==> config.mk <==
export PLATFORM = sky130hd
export DESIGN_NAME = usb_line_speed_det
export DESIGN_NICKNAME = d
export VERILOG_FILES = /design/src/rtl/usb_ls_pkg.sv /design/src/rtl/usb_ls_sync.sv /design/src/rtl/usb_ls_classify.sv /design/src/rtl/usb_ls_se0_timer.sv /design/src/rtl/usb_ls_speed_ctl.sv /design/src/rtl/usb_line_speed_det.sv
export SDC_FILE = /design/constraint.sdc
export NUM_CORES = 1
export LEC_CHECK = 0
export ABC_AREA = 1
export BUFFER_PORTS_ARGS = -buffer_cell sky130_fd_sc_hd__buf_4
export CAP_MARGIN = 20
export CORE_MARGIN = 5
export CORE_UTILIZATION = 30
export DETAILED_ROUTE_END_ITERATION = 10
export PLACE_DENSITY_LB_ADDON = 0.1
export SYNTH_ARGS = -nofsm -noshare
export SYNTH_HDL_FRONTEND = slang
export SYNTH_SLANG_ARGS = --single-unit
export TNS_END_PERCENT = 100
==> constraint.sdc <==
create_clock -name clk -period 1.95 [get_ports clk]
set_input_delay 0 -clock clk [delete_from_list [all_inputs] [get_ports clk]]
set_output_delay 0 -clock clk [all_outputs]
set_load 0.05 [all_outputs]
==> src/rtl/usb_ls_pkg.sv <==
// Shared types for the USB line state and speed detector.
// Assumes: {D+, D-} pair ordering as used at the top ports.
package usb_ls_pkg;

    typedef enum logic [1:0] {
        SYM_SE0 = 2'b00,
        SYM_LSJ = 2'b01,
        SYM_FSJ = 2'b10,
        SYM_SE1 = 2'b11
    } line_sym_e;

    typedef enum logic [1:0] {
        MODE_AUTO  = 2'b00,
        MODE_FULL  = 2'b01,
        MODE_LOW   = 2'b10,
        MODE_AUTO2 = 2'b11
    } speed_mode_e;

endpackage

==> src/rtl/usb_ls_sync.sv <==
// Two-flop synchronizer bank for WIDTH asynchronous inputs.
// Assumes: inputs hold each level for at least one clk period.
module usb_ls_sync #(
    parameter int WIDTH  = 2,
    parameter int STAGES = 2
) (
    input  logic             clk,
    input  logic             rst_n,
    input  logic [WIDTH-1:0] async_i,
    output logic [WIDTH-1:0] sync_o
);
    for (genvar b = 0; b < WIDTH; b++) begin : g_bit
        logic [STAGES-1:0] chain_q;

        // Shift the raw level through the flop chain.
        always_ff @(posedge clk) begin
            if (!rst_n) chain_q <= '0;
            else        chain_q <= {chain_q[STAGES-2:0], async_i[b]};
        end

        assign sync_o[b] = chain_q[STAGES-1];
    end
endmodule

==> src/rtl/usb_ls_classify.sv <==
// Sorts the synchronized wire pair into one of four line symbols.
// Assumes: pair[1] is D+, pair[0] is D-.
module usb_ls_classify
    import usb_ls_pkg::*;
(
    input  logic [1:0] pair_i,
    output line_sym_e  sym_o
);
    // Map the pair straight onto the symbol encoding.
    always_comb begin
        unique case (pair_i)
            2'b00:   sym_o = SYM_SE0;
            2'b01:   sym_o = SYM_LSJ;
            2'b10:   sym_o = SYM_FSJ;
            default: sym_o = SYM_SE1;
        endcase
    end
endmodule

==> src/rtl/usb_ls_se0_timer.sv <==
// Counts consecutive zero cycles, saturating one past the longest threshold.
// Assumes: the count is read in the first cycle after the zero ends.
module usb_ls_se0_timer #(
    parameter int SAT   = 121,
    localparam int CW   = $clog2(SAT + 1)
) (
    input  logic          clk,
    input  logic          rst_n,
    input  logic          is_se0_i,
    output logic [CW-1:0] dur_o
);
    localparam logic [CW-1:0] SAT_V = CW'(SAT);

    // Count up during zero, hold at saturation, clear on any other level.
    always_ff @(posedge clk) begin
        if (!rst_n)            dur_o <= '0;
        else if (!is_se0_i)    dur_o <= '0;
        else if (dur_o != SAT_V) dur_o <= dur_o + 1'b1;
    end
endmodule

==> src/rtl/usb_ls_speed_ctl.sv <==
// Decides events at each zero end and keeps the active speed register.
// Assumes: mode_i is steady across a zero and its end; dur_i counts the zero.
module usb_ls_speed_ctl
    import usb_ls_pkg::*;
#(
    parameter int RESET_CYCLES     = 120,
    parameter int KEEPALIVE_CYCLES = 58,
    parameter int CW               = 7
) (
    input  logic          clk,
    input  logic          rst_n,
    input  line_sym_e     sym_i,
    input  logic [CW-1:0] dur_i,
    input  logic [1:0]    mode_i,
    output logic          speed_low_o,
    output logic          bus_reset_o,
    output logic          keep_alive_o
);
    localparam logic [CW-1:0] RST_LIM = CW'(RESET_CYCLES);
    localparam logic [CW-1:0] KA_LIM  = CW'(KEEPALIVE_CYCLES);

    logic init_q;
    logic was_se0_q;
    logic se0_end;
    logic long_zero;
    logic mid_zero;
    logic base_low;
    logic next_low;

    // Speed chosen by mode and ending level, falling back to base_low.
    function automatic logic pick_speed(input logic [1:0] mode,
                                        input line_sym_e sym,
                                        input logic base);
        if (mode == MODE_FULL)     return 1'b0;
        if (mode == MODE_LOW)      return 1'b1;
        if (sym == SYM_FSJ)        return 1'b0;
        if (sym == SYM_LSJ)        return 1'b1;
        return base;
    endfunction

    // Classify the ending zero and choose the next speed.
    always_comb begin
        se0_end   = was_se0_q && (sym_i != SYM_SE0) && !init_q;
        long_zero = dur_i > RST_LIM;
        mid_zero  = (dur_i > KA_LIM) && !long_zero;
        base_low  = long_zero ? (mode_i == MODE_LOW) : speed_low_o;
        next_low  = pick_speed(mode_i, sym_i, base_low);
    end

    // Register the init flag, the zero history, the speed and the pulses.
    always_ff @(posedge clk) begin
        if (!rst_n) begin
            init_q       <= 1'b1;
            was_se0_q    <= 1'b0;
            speed_low_o  <= (mode_i == MODE_LOW);
            bus_reset_o  <= 1'b0;
            keep_alive_o <= 1'b0;
        end else begin
            was_se0_q    <= (sym_i == SYM_SE0);
            bus_reset_o  <= 1'b0;
            keep_alive_o <= 1'b0;
            if (init_q) begin
                if (sym_i != SYM_SE0) begin
                    init_q      <= 1'b0;
                    speed_low_o <= pick_speed(mode_i, sym_i, speed_low_o);
                end
            end else if (se0_end) begin
                bus_reset_o  <= long_zero;
                keep_alive_o <= mid_zero && speed_low_o;
                speed_low_o  <= next_low;
            end
        end
    end
endmodule

==> src/rtl/usb_line_speed_det.sv <==
// Top: synchronizes D+/D-, classifies the line, times zeros, tracks speed.
// Assumes: clk is the fixed sampling clock the thresholds are counted in.
module usb_line_speed_det
    import usb_ls_pkg::*;
#(
    parameter int RESET_CYCLES     = 120,
    parameter int KEEPALIVE_CYCLES = 58,
    parameter int SYNC_STAGES      = 2
) (
    input  logic       clk,
    input  logic       rst_n,
    input  logic       dp_i,
    input  logic       dm_i,
    input  logic [1:0] mode_i,
    output logic       speed_low_o,
    output logic       bus_reset_o,
    output logic       keep_alive_o
);
    localparam int SAT = RESET_CYCLES + 1;
    localparam int CW  = $clog2(SAT + 1);

    logic [1:0]    pair_sync;
    line_sym_e     cur_sym;
    logic [CW-1:0] se0_dur;

    usb_ls_sync #(.WIDTH(2), .STAGES(SYNC_STAGES)) sync_i (
        .clk     (clk),
        .rst_n   (rst_n),
        .async_i ({dp_i, dm_i}),
        .sync_o  (pair_sync)
    );

    usb_ls_classify classify_i (
        .pair_i (pair_sync),
        .sym_o  (cur_sym)
    );

    usb_ls_se0_timer #(.SAT(SAT)) timer_i (
        .clk      (clk),
        .rst_n    (rst_n),
        .is_se0_i (cur_sym == SYM_SE0),
        .dur_o    (se0_dur)
    );

    usb_ls_speed_ctl #(
        .RESET_CYCLES     (RESET_CYCLES),
        .KEEPALIVE_CYCLES (KEEPALIVE_CYCLES),
        .CW               (CW)
    ) ctl_i (
        .clk          (clk),
        .rst_n        (rst_n),
        .sym_i        (cur_sym),
        .dur_i        (se0_dur),
        .mode_i       (mode_i),
        .speed_low_o  (speed_low_o),
        .bus_reset_o  (bus_reset_o),
        .keep_alive_o (keep_alive_o)
    );
endmodule

Word level (Yosys, flattened, before mapping)
Index checks and enable logic that the tools add are counted.

word-level totals
  RAM bits = 0
  memories kept = 0
  register bits after elaboration = 16
  logic and storage cells = 84
  output and inout bits = 3
  memory bits (read-only) = 0
  latch bits = 0
  input port bits = 6

cells by class
  bitwise operators = 2
  $mul = 0
  order comparisons = 2
  add/subtract/negate cells = 1
  equality and inequality tests = 11
  div/mod/pow operators = 0
  shifts and indexed selects = 0
  reductions and logical operators = 12
  mux-type cells = 48

operators with widths
  operator                                            count
  two-way mux 1 bit                                   47
  adder 7 x 1 -> 7 bit, second input constant         1
  > comparator 7 x 6 -> 1 bit, second input constant  1
  > comparator 7 bit, second input constant           1
  != test 7 x 1 -> 1 bit, second input constant       1
  != test 7 bit, second input constant                1
  == test 2 x 1 -> 1 bit, second input constant       3
  == test 2 bit, second input constant                3
  != test 6 bit, second input constant                1
  one-hot mux 2 bit (3 select lines)                  1
  logical AND 1 bit                                   4
  zero test 2 bit                                     2
  AND reduction 4 bit                                 1
  != test 3 x 1 -> 1 bit, second input constant       1
  != test 3 bit, second input constant                1
  OR reduction 3 bit                                  1
  zero test 1 bit                                     2
  inverter 1 bit                                      2
  AND reduction 2 bit                                 1
  nonzero test 2 bit                                  1

Longest topological paths before layout
  word-level depth = 28
  depth in mapped cells = 6
  depth with buffers taken out = 6

Cells and area by module
From an unflattened synthesis, not the netlist that was laid out.

unflattened totals
  cell total of the unflattened synthesis = 121
  area, all modules = 872.1 um^2

by module, submodules not included
  module              sequential area each (um^2)  area each (um^2)  times used  cells each
  usb_ls_se0_timer    140.1                        367.9             1           53
  usb_ls_speed_ctl    110.1                        367.9             1           51
  usb_ls_sync         80.1                         125.1             1           14
  usb_ls_classify     0.0                          7.5               1           2
  usb_line_speed_det  0.0                          3.8               1           1

Least setup slack after synthesis
OpenSTA, ideal clock, no wires.

  path type = register to register
  start = register timer_i.dur_o[3]
  end = register ctl_i.speed_low_o, enable pin
  setup slack = 0.846 ns
  period minus slack after synthesis = 1.104 ns
  data arrival time = 0.800 ns
  required time = 1.646 ns
  setup time = 0.304 ns
  cell stages (with the launch flop) = 5
  path buffers = 0
  cells stage by stage = dfxtp_1 nand2_1 nor2_1 nand3_1 a21oi_1

on the way
  longest elaborated chain between the ends = 3

RTL lines
  item                                     RTL line                RTL
  start, declared                          usb_ls_se0_timer.sv:10  output logic [CW-1:0] dur_o
  start signal, assigned                   usb_ls_se0_timer.sv:18  else if (dur_o != SAT_V) dur_o <= dur_o + 1'b1;
  > comparator 7 bit                       usb_ls_speed_ctl.sv:44  long_zero = dur_i > RST_LIM;
  != test 7 x 1 -> 1 bit (no source line)  -
  AND reduction 4 bit (no source line)     -
  end signal, assigned                     usb_ls_speed_ctl.sv:55  speed_low_o <= (mode_i == MODE_LOW);
  end signal, assigned                     usb_ls_speed_ctl.sv:65  speed_low_o <= pick_speed(mode_i, sym_i, speed_low_o);
  end signal, assigned                     usb_ls_speed_ctl.sv:70  speed_low_o <= next_low;
  end, declared                            usb_ls_speed_ctl.sv:15  output logic speed_low_o,

No other way between the ends.
A chain may end at the register's enable or synchronous reset.

Final worst setup path
Ends and elaborated chain as after synthesis.

==> run metrics <==
die height 59.4 um; Die Area between 0.003 and 0.004 mm2; met1 usage between 10% and 20%; Worst Path Buf+Inv 0; Worst setup EP type register; PwrDens around 710 mW/mm2; CP Class register to register; IO Pins 9; nets@finish roughly 130; H-tree depth 1; Hold Fails Final Rpt 0; Seq/Total Area, Yosys 45.2%; placed cell area 818 um2; Starting Density between 30% and 40%; Slew headroom around 85%; number of global-route vias before repair between 500 and 600; post-layout min period around 1.3 ns; share of layout cells above drive strength 1 between 10 and 15%; DRT iter0 DRCs 6; Final Cell Area about 900 um2; global-route total usage across every layer 8.63%; final setup fails 0; initial antenna violation count 0; post-route ant nets 0; critical path's top delay family flip-flops; Hold Buf Count CTS 5; dominant cells by area after synthesis dfxtp_1 (41%), nand2_1 (12%), inv_1 (9.2%), a21oi_1 (5.5%), ha_1 (5.1%); total wire length about 1.3 mm; die width ~59 um; DRC 0; ys flop type dfxtp_1; first-pass GRT wire length 2.31 mm; DR vias/cell between 4 and 5; Detailed Place HPWL slightly above 1 mm; Vias between 600 and 700; Setup Skew ~0.0044 ns; status complete, no violations; grt met3 use 3.92%; worst-path cell chain nand2_1 -> nor2_1 -> nand3_1 -> a21oi_1; setup TNS 0 ns; Post-CTS Resized 0; number of synthesized flops with an enable pin 1; TritonRoute pass-1 iters 4; Clk Latency, worst-skew pair ~0.28 ns; Gate Count Post-Synth 100; max-slew violations 0; critical path peak fanout 5; Yosys reg bits 16; HP Class primary input to register; Avg WL per Cell ~9.3 um; largest net degree at the start of global routing 10; Worst setup SP type register; TritonCTS Buffers 3; Worst-Margin Slew approximately 0.22 ns; IO Port Bufs 8; Syn Area/Cell approximately 7.3 um2; clock transition at the registers of the reported paths around 0.090 ns; RSZ-0062 raised after global routing no; Top Usage Layer GRT met2; Max Cap Viol 0; VDD IR-drop max 0.461 mV; area leader, netlist dfxtp_1; most common cell in the synthesized netlist nand2_1; Post-CTS Setup Repair Bufs 0; CTS tree done; core area 0.00228 mm2; WP data required ~1.9 ns; YS warnings 0; Root Buffer clkbuf_4; slowest stage delay, CP 0.44 ns; Post-synth ARST share 0%; Mapped Nets around 110; Max stage delay cell, worst path dfxtp_1; GP Congestion just under 0.8; total congestion overflow 0; layout overhead on the synthesized area 23.8%; Synth top area share 41.1%; Yosys cell types 16; Synth Cell Area between 700 and 800 um2; Arrival @ worst endpoint 1.25 ns; Max clock buf depth 2; fmax ~790 MHz; Post-synth top cells nand2_1 (23), inv_1 (18), dfxtp_1 (15); clock sink count 16; Tcrit/Tclk final around two thirds; leakage power 0.410 nW; # rows 17; met2 Track Usage GR roughly 12%; n_diodes 0
## power breakdown
group          switching (mW)  internal [mW]
Sequential             0.0107          0.344
Combinational          0.0408         0.0308
Clock                   0.104          0.114
## worst paths after layout
check                        startpoint                          to  slack [ns]  cells past startpoint
max                    timer_i.dur_o[3]           ctl_i.speed_low_o        0.69                      4
min                           mode_i[1]           ctl_i.speed_low_o        0.04                      3
max reg2reg            timer_i.dur_o[3]           ctl_i.speed_low_o        0.69                      4
min reg2reg  sync_i.g_bit[1].chain_q[0]  sync_i.g_bit[1].chain_q[1]        0.42                      2
## sequential cells by signal, indices dropped and copies added (netlist names)
| signal | count |
|---|---|
| timer_i.dur_o | 7 |
| sync_i.g_bit.chain_q | 4 |
| ctl_i.bus_reset_o | 1 |
| ctl_i.init_q | 1 |
| ctl_i.keep_alive_o | 1 |
| ctl_i.speed_low_o | 1 |
| ctl_i.was_se0_q | 1 |
## metal layers
| layer | vias up | part of all wire [%] |
|---|---|---|
| met5 | - | 0 |
| met2 | 12 | 45 |
| met4 | 0 | 0 |
| met3 | 0 | 4.8 |
| li1 | 347 | - |
| met1 | 264 | 50 |
## area by class of cell
class                      count  area, um2
fill                         238       1370
sequential                    16        330
multi-input combinational     65        325
timing repair buffer          13        110
inverter                      18       67.6
clock buffer                   4       36.3
tap                           28       35.0
## worst min-delay path: stages
cell and delay [ns]:
buf_4 0.08, nand2_1 0.05, o21ai_0 0.07
## kinds of logic after synthesis
group	Yosys count	synth area share, %
AOI/OAI and AO/OA	14	9.59
and+or+nand+nor	47	28.6
adders and majority gates	3	5.14
buffers and inverters	19	10.3
xor gates and xnor gates	1	1.20
DFF	16	45.2
## stage by stage
stage                     hold WS [ns]  setup slack (ns)  total power, mW  std cells  utilization, %
after global routing            0.0488             0.617            0.683        144            39.7
after floorplan                 0.0976             0.846            0.405        100               -
after CTS                       0.0337             0.678            0.657        144            39.7
final                           0.0383             0.687            0.644        144            39.7
after detailed placement         0.186             0.689            0.427        135            36.0
after global placement           0.184             0.683            0.425        135            36.0
## placed cells by master (no fill, tap or decap), drive strengths merged
cell and count:
nand3 9, a21oi 8, xnor2 1, inv 18, buf 8, ha 3, nor3 3, nor2 10
nand2 23, nand4 1, or2 1, o21ai 6, dfxtp 15, edfxtp 1, dlygate4sd3 5, clkbuf 4
(Power assumes the default switching activity.)
